File: src/rtl/spicmd_pkg.sv
package spicmd_pkg;

   typedef enum logic [1:0] {
      ST_OK      = 2'd0,
      ST_TIMEOUT = 2'd1,
      ST_IOERR   = 2'd2
   } cmd_status_e;

   typedef enum logic [1:0] {
      RT_SHORT = 2'd0,
      RT_WIDE  = 2'd1,
      RT_LONG  = 2'd2
   } rsp_kind_e;

   typedef enum logic [2:0] {
      S_IDLE,
      S_WAKE,
      S_FRAME,
      S_POLL,
      S_EXTRA
   } eng_state_e;

   localparam logic [5:0] OP_RESET = 6'd0;
   localparam logic [5:0] OP_IFCOND = 6'd8;

   function automatic logic [7:0] check_byte(input logic [5:0] op);
      if (op == OP_RESET)
         return 8'h95;
      else if (op == OP_IFCOND)
         return 8'h87;
      else
         return 8'h00;
   endfunction

   function automatic logic reply_ok(input logic [7:0] b);
      return (b == 8'h00) || (b == 8'h01);
   endfunction

endpackage

File: src/rtl/spicmd_shifter.sv
module spicmd_shifter #(
   parameter int DIV_W = 8
) (
   input  logic             clk,
   input  logic             rst_n,
   input  logic             go,
   input  logic [7:0]       tx,
   input  logic [DIV_W-1:0] div,
   output logic             active,
   output logic             done,
   output logic [7:0]       rx,
   output logic             sclk,
   output logic             mosi,
   input  logic             miso
);

   logic [DIV_W-1:0] cnt;
   logic [DIV_W-1:0] div_q;
   logic [DIV_W-1:0] half;
   logic [2:0]       bitn;
   logic [7:0]       sh_tx;
   logic [7:0]       sh_rx;

   assign half = div_q >> 1;

   always_ff @(posedge clk or negedge rst_n) begin
      if (!rst_n) begin
         active <= 1'b0;
         done   <= 1'b0;
         cnt    <= '0;
         div_q  <= '0;
         bitn   <= '0;
         sh_tx  <= 8'hFF;
         sh_rx  <= 8'h00;
      end else begin
         done <= 1'b0;
         if (!active) begin
            if (go) begin
               active <= 1'b1;
               cnt    <= '0;
               bitn   <= '0;
               div_q  <= div;
               sh_tx  <= tx;
            end
         end else begin
            if (cnt == half)
               sh_rx <= {sh_rx[6:0], miso};
            if (cnt == div_q) begin
               cnt   <= '0;
               sh_tx <= {sh_tx[6:0], 1'b1};
               bitn  <= bitn + 3'd1;
               if (bitn == 3'd7) begin
                  active <= 1'b0;
                  done   <= 1'b1;
               end
            end else begin
               cnt <= cnt + 1'b1;
            end
         end
      end
   end

   assign rx   = sh_rx;
   assign sclk = active && (cnt > half);
   assign mosi = active ? sh_tx[7] : 1'b1;

   // the phase counter never passes the latched divider
   a_r3_cnt_range: assert property (@(posedge clk) disable iff (!rst_n)
      active |-> (cnt <= div_q));

   // the divider is held for the whole byte
   a_r3_div_held: assert property (@(posedge clk) disable iff (!rst_n)
      (active && $past(active)) |-> $stable(div_q));

   // no clock edges while idle
   a_r11_idle_quiet: assert property (@(posedge clk) disable iff (!rst_n)
      !active |-> (!sclk && mosi));

endmodule

File: src/rtl/spicmd_framer.sv
module spicmd_framer
   import spicmd_pkg::*;
(
   input  logic [5:0]  opcode,
   input  logic [31:0] arg,
   input  logic [2:0]  idx,
   output logic [7:0]  byte_o
);

   logic [7:0] arg_b [4];

   for (genvar g = 0; g < 4; g++) begin : g_argb
      assign arg_b[g] = arg[31-8*g -: 8];
   end

   always_comb begin
      unique case (idx)
         3'd0:    byte_o = 8'hFF;
         3'd1:    byte_o = {2'b01, opcode};
         3'd2:    byte_o = arg_b[0];
         3'd3:    byte_o = arg_b[1];
         3'd4:    byte_o = arg_b[2];
         3'd5:    byte_o = arg_b[3];
         3'd6:    byte_o = check_byte(opcode);
         default: byte_o = 8'hFF;
      endcase
   end

endmodule

File: src/rtl/spicmd_engine.sv
module spicmd_engine
   import spicmd_pkg::*;
#(
   parameter int DIV_W      = 8,
   parameter int SLOW_DIV   = 144,
   parameter int MED_DIV    = 48,
   parameter int POLL_LIMIT = 1000,
   parameter int INIT_BYTES = 20
) (
   input  logic        clk,
   input  logic        rst_n,
   input  logic        start,
   input  logic        init,
   input  logic [5:0]  opcode,
   input  logic [31:0] arg,
   input  logic [1:0]  rsp_type,
   output logic        busy,
   output logic        done,
   output logic [1:0]  status,
   output logic [15:0] resp,
   output logic [31:0] resp_ext,
   output logic        sclk,
   output logic        mosi,
   input  logic        miso,
   output logic        cs_n
);

   localparam int PC_W  = $clog2(POLL_LIMIT + 1);
   localparam int IC_W0 = $clog2(INIT_BYTES + 1);
   localparam int IC_W  = (IC_W0 < 3) ? 3 : IC_W0;
   localparam logic [DIV_W-1:0] DIV_SLOW = DIV_W'(SLOW_DIV);
   localparam logic [DIV_W-1:0] DIV_MED  = DIV_W'(MED_DIV);
   localparam logic [PC_W-1:0]  POLL_LAST = PC_W'(POLL_LIMIT - 1);
   localparam logic [IC_W-1:0]  WAKE_LAST = IC_W'(INIT_BYTES - 1);

   if (SLOW_DIV < 1 || SLOW_DIV >= (1 << DIV_W)) begin : g_bad_slow
      $error("SLOW_DIV out of range for DIV_W");
   end
   if (MED_DIV < 1 || MED_DIV >= (1 << DIV_W)) begin : g_bad_med
      $error("MED_DIV out of range for DIV_W");
   end
   if (POLL_LIMIT < 1) begin : g_bad_poll
      $error("POLL_LIMIT must be at least 1");
   end
   if (INIT_BYTES < 1) begin : g_bad_init
      $error("INIT_BYTES must be at least 1");
   end

   eng_state_e       st;
   logic [IC_W-1:0]  idx;
   logic [PC_W-1:0]  poll_cnt;
   logic [2:0]       ext_left;
   logic [5:0]       op_q;
   logic [31:0]      arg_q;
   logic [1:0]       typ_q;

   logic             sh_go, sh_active, sh_done;
   logic [7:0]       sh_tx, sh_rx, frame_b;
   logic [DIV_W-1:0] sh_div;

   spicmd_framer u_framer (
      .opcode (op_q),
      .arg    (arg_q),
      .idx    (idx[2:0]),
      .byte_o (frame_b)
   );

   assign sh_go  = (st != S_IDLE) && !sh_active && !sh_done;
   assign sh_tx  = (st == S_FRAME) ? frame_b : 8'hFF;
   assign sh_div = ((st == S_WAKE) || (op_q == OP_RESET)) ? DIV_SLOW : DIV_MED;

   spicmd_shifter #(.DIV_W(DIV_W)) u_shift (
      .clk    (clk),
      .rst_n  (rst_n),
      .go     (sh_go),
      .tx     (sh_tx),
      .div    (sh_div),
      .active (sh_active),
      .done   (sh_done),
      .rx     (sh_rx),
      .sclk   (sclk),
      .mosi   (mosi),
      .miso   (miso)
   );

   assign busy = (st != S_IDLE);

   always_ff @(posedge clk or negedge rst_n) begin
      if (!rst_n) begin
         st       <= S_IDLE;
         idx      <= '0;
         poll_cnt <= '0;
         ext_left <= '0;
         op_q     <= '0;
         arg_q    <= '0;
         typ_q    <= '0;
         done     <= 1'b0;
         status   <= ST_OK;
         resp     <= '0;
         resp_ext <= '0;
         cs_n     <= 1'b1;
      end else begin
         done <= 1'b0;
         unique case (st)
            S_IDLE: begin
               if (start) begin
                  idx    <= '0;
                  status <= ST_OK;
                  if (init) begin
                     st   <= S_WAKE;
                     cs_n <= 1'b1;
                  end else begin
                     st       <= S_FRAME;
                     cs_n     <= 1'b0;
                     op_q     <= opcode;
                     arg_q    <= arg;
                     typ_q    <= rsp_type;
                     resp     <= '0;
                     resp_ext <= '0;
                  end
               end
            end
            S_WAKE: begin
               if (sh_done) begin
                  if (idx == WAKE_LAST) begin
                     st     <= S_IDLE;
                     cs_n   <= 1'b0;
                     status <= ST_OK;
                     done   <= 1'b1;
                  end else begin
                     idx <= idx + 1'b1;
                  end
               end
            end
            S_FRAME: begin
               if (sh_done) begin
                  if (idx == IC_W'(7)) begin
                     st       <= S_POLL;
                     poll_cnt <= '0;
                  end else begin
                     idx <= idx + 1'b1;
                  end
               end
            end
            S_POLL: begin
               if (sh_done) begin
                  if (!sh_rx[7]) begin
                     resp <= {8'h00, sh_rx};
                     if (typ_q == RT_WIDE) begin
                        st       <= S_EXTRA;
                        ext_left <= 3'd1;
                     end else if (typ_q == RT_LONG) begin
                        st       <= S_EXTRA;
                        ext_left <= 3'd4;
                     end else begin
                        st     <= S_IDLE;
                        done   <= 1'b1;
                        status <= reply_ok(sh_rx) ? ST_OK : ST_IOERR;
                     end
                  end else if (poll_cnt == POLL_LAST) begin
                     st     <= S_IDLE;
                     done   <= 1'b1;
                     status <= ST_TIMEOUT;
                  end else begin
                     poll_cnt <= poll_cnt + 1'b1;
                  end
               end
            end
            S_EXTRA: begin
               if (sh_done) begin
                  if (typ_q == RT_WIDE)
                     resp[15:8] <= sh_rx;
                  else
                     resp_ext <= {resp_ext[23:0], sh_rx};
                  ext_left <= ext_left - 3'd1;
                  if (ext_left == 3'd1) begin
                     st     <= S_IDLE;
                     done   <= 1'b1;
                     status <= reply_ok(resp[7:0]) ? ST_OK : ST_IOERR;
                  end
               end
            end
            default: st <= S_IDLE;
         endcase
      end
   end

   // chip-select low while the frame goes out
   a_r1_cs_low_frame: assert property (@(posedge clk) disable iff (!rst_n)
      (st == S_FRAME) |-> !cs_n);

   // chip-select released through the wake-up sequence
   a_r9_cs_high_wake: assert property (@(posedge clk) disable iff (!rst_n)
      (st == S_WAKE) |-> cs_n);

   // while polling, the shifter only ever transmits ones
   a_r4_poll_mosi_high: assert property (@(posedge clk) disable iff (!rst_n)
      ((st == S_POLL) && sh_active) |-> mosi);

   // poll counter stays inside the limit
   a_r5_poll_bound: assert property (@(posedge clk) disable iff (!rst_n)
      (st == S_POLL) |-> (poll_cnt < PC_W'(POLL_LIMIT)));

   // done is a single pulse with the engine idle
   a_r10_done_pulse: assert property (@(posedge clk) disable iff (!rst_n)
      done |=> !done);
   a_r10_done_idle: assert property (@(posedge clk) disable iff (!rst_n)
      done |-> !busy);

   // reserved status code never reported
   a_r8_status_code: assert property (@(posedge clk) disable iff (!rst_n)
      done |-> (status != 2'd3));

endmodule

File: config.mk
export PLATFORM = sky130hd
export DESIGN_NAME = spicmd_engine
export DESIGN_NICKNAME = d
export VERILOG_FILES = /design/src/rtl/spicmd_pkg.sv /design/src/rtl/spicmd_shifter.sv /design/src/rtl/spicmd_framer.sv /design/src/rtl/spicmd_engine.sv
export SDC_FILE = /design/constraint.sdc
export NUM_CORES = 1
export LEC_CHECK = 0
export ABC_AREA = 1
export CORE_MARGIN = 1.5
export CORE_UTILIZATION = 57
export CTS_BUF_LIST = sky130_fd_sc_hd__clkbuf_8
export DETAILED_ROUTE_END_ITERATION = 10
export PLACE_DENSITY = 0.82
export SYNTH_ARGS = -nofsm -noshare
export SYNTH_HDL_FRONTEND = slang
export SYNTH_SLANG_ARGS = --single-unit
export TNS_END_PERCENT = 1
File: constraint.sdc
create_clock -name clk -period 2.1 [get_ports clk]
set_input_delay 0.42 -clock clk [delete_from_list [all_inputs] [get_ports clk]]
set_output_delay 0.42 -clock clk [all_outputs]
set_load 0.02 [all_outputs]
==> results.ini <==
[synthesis]
yosysTopAreaCellShare_pct=45.7
synth_cell_types=39
netlist_instances=907
synth.cell_area_um2=7390
synth_area_leaders=dfrtp_1 (46%), nand2_1 (12%), nand3_1 (6.4%)
seq_area_frac_synth_pct=48.9
yosysWarningCount=0
synth_nets=969
async_flop_share_pct=100
yosys.area.top_type=dfrtp_1
synth_enable_flop_cells=0
postSynthAreaPerCell_um2=8.15
ys_seq_elements=144
synth-main-ff-cell=dfrtp_1

[sta]
maxSlewHeadroom_pct=64.2
rsz0062_at_grt=yes
final.setup.tns_ns=-0.0258
finalCritPeriodShare_pct=101
period_needed_ns=2.13
fin_skew_ns=0.0119
drv_slew=0
hold_viol=0
max_slew.worst_pin.slew_ns=0.538
setup_slack_ns=-0.0258
fmax_mhz=470
setup_violations=1

[placed_design]
gp_congestion=0.851
port_buffers=98
post_dp_cell_area_um2=8680
hpwl_mm=12.3

[pwr]
power_density_nw_per_um2=1120
p_int_uw=6200
p_leak_uw=0.00435
seq_power_share_pct=39.6
clkPwrFrac_pct=21.5
pwr-share-comb_pct=38.9
ir_drop_v=0.000693
switching_power_uw=3960
p_sw_share_pct=38.9

[cts]
postCtsSetupBuffers=0
cts.sinks=144
cts_max_level=4
clk_pin_slew_worst_paths_ns=0.07
cts_tree=yes
cts_buffer_depth=2
clock_latency_ns=0.46
numCtsBuffers=17
cts-root-buf=clkbuf_8

[detailed_routing]
vias=6259
post_drt_via_cell_ratio=5.16
dr.first_iter.drc_count=449
top_layer_used=met4
drtAntennaViolNets=0
wl_mm=16.6
dr.pass1.iters=5
drc=0
wl_met1_mm=7.19
avgRoutedWirePerCell_um=13.7
wl_met3_um=691
wl_met2_mm=8.35

[setup_path]
slowest_stage=dfrtp_1
cpPeakStageDelay_ns=0.42
cp.arrival_ns=1.71
start_kind=flip-flop
crit_chain=ha_4 > nand4_1 > nor2_1 > nor3_1 > nor3_1 > buf_4
cp.required_ns=1.68
crit_type=flip-flop to output port
cpMostUsedCell=nor3_1
r2r_start=idx[0]
crit_path_max_fanout=2
cp_num_buf_inv=1
critPathLaunch=u_shift.cnt[6]
cp_top_family=flip-flops
worstSetupEndpointType=output port

[floorplan]
core-area_um2=12600
die_width_um=117
initial_core_util_pct=58.6
ios=100
rows=41
die-area_um2=13700
die_h_um=117

[final_layout]
drive_gt1_share_pct=12.4
antenna_cells=0
area_growth_pct=23.1
layout.nets=1089
postLayoutCoreUtil_pct=72.1
final_common_cell=nand2_1
mostFrequentLayoutCells=nand2_1 (237), dfrtp_1 (135), inv_1 (108)
num-fill-cells=1015
stdcell_area_um2=9100

[run_status]
violations=negative setup slack
outcome=finished, violations left

[global_routing]
antenna_found_initial=0
grt_pass1_vias=5933
overflow=0
grt_use_total_pct=26.3
grt_max_degree=58
grt_first_pass_wirelength_mm=27.6

[flow_run]
maxCapViolCount=0

[hold_path]
hp-class=flip-flop to flip-flop
hold_start=u_shift.sh_tx[5]

## worst min-delay path: cells and delay by family, from the launching register on
| kind | cells | cell delay [ns] |
|---|---|---|
| and+or+nand+nor | 2 | 0.10 |
| DFF | 1 | 0.37 |
## repair_timing
item / 4_1_cts / 5_1_grt
endpoints found under the hold margin: 52 / 0
setup endpoints to repair: 3 / 2
resized for setup: 8 / 3
pin swaps: 1 / 0
hold buffers: 1 / 0
gates cloned: 0 / 0
## logic make-up after synthesis
logic type	after synthesis	share of synthesized area, %
compound gates	91	6.65
flops	144	48.9
other cells	1	0.0507
fa+ha+maj	17	2.88
buf+inv	141	8.12
xor+xnor	10	1.18
simple gates	472	27.5
mux	31	4.70
## Yosys cell counts (6+ instances only)
master and instances:
a21oi_1 17, buf_2 9, clkbuf_1 6, dfrtp_1 135
dfstp_2 9, ha_1 17, inv_1 110, mux2_2 28
nand2_1 237, nand3_1 94, nand4_1 13, nor2_1 98
o21ai_0 58, or2_2 9, xor2_1 7
## registers in the layout, summed over array words and instances, names as in the netlist, 2 cells and up
name,cells
arg_q,32
resp_ext,32
resp,15
poll_cnt,10
u_shift.cnt,8
u_shift.rx,8
u_shift.sh_tx,8
op_q,6
idx,5
ext_left,3
st,3
u_shift.bitn,3
u_shift.div_q,3
status,2
typ_q,2
## worst paths after layout
kind | to | slack, ns | cells past startpoint
setup / recovery | sclk | -0.03 | 6
hold / removal | u_shift.sh_tx[5] | 0.47 | 2
setup reg to reg | u_shift.sh_tx[0] | 0.26 | 10
hold reg to reg | u_shift.sh_tx[5] | 0.47 | 2
max in group asynchronous | u_shift.sh_tx[4] | 0.96 | 3
min in group asynchronous | status[0] | 0.50 | 2
## metrics by stage
| step | setup WS (ns) | std cells | power (uW) | hold WS [ns] |
|---|---|---|---|---|
| 6_report | -0.0258 | 1212 | 10200 | 0.471 |
| 2_1_floorplan | 0.316 | 907 | 6740 | 0.124 |
| 3_5_place_dp | -0.0173 | 1179 | 8010 | 0.429 |
| 3_3_place_gp | 0.0158 | 1179 | 7860 | 0.427 |
| 5_1_grt | -0.181 | 1212 | 10900 | 0.488 |
| 4_1_cts | -0.0685 | 1212 | 10200 | 0.470 |
## final cells by class
| class | count | area (um^2) | share of cell area, % |
|---|---|---|---|
| Clock buffer | 19 | 262 | 2.87 |
| Clock inverter | 13 | 136 | 1.50 |
| Inverter | 115 | 434 | 4.77 |
| Multi-Input combinational cell | 622 | 3190 | 35.1 |
| Sequential cell | 144 | 3610 | 39.7 |
| Tap cell | 172 | 215 | 2.36 |
| Timing Repair Buffer | 127 | 1250 | 13.7 |
## per-layer routing
| metal | track usage (%) | vias up |
|---|---|---|
| met2 | 44.5 | 171 |
| met1 | 33.5 | 2919 |
| met3 | 5.41 | 27 |
| li1 | - | 3142 |
| met5 | 0 | - |
| met4 | 9.88 | 0 |
## power by group through the flow
stage / Clock (uW) / Combinational, uW / Sequential, uW
after floorplan: 0 / 2770 / 3960
after global placement: 0 / 3840 / 4020
after detailed placement: 0 / 3960 / 4050
after CTS: 2210 / 3950 / 4010
after global routing: 2340 / 4440 / 4090
final: 2180 / 3960 / 4020
Power figures use the tool's default switching activity.
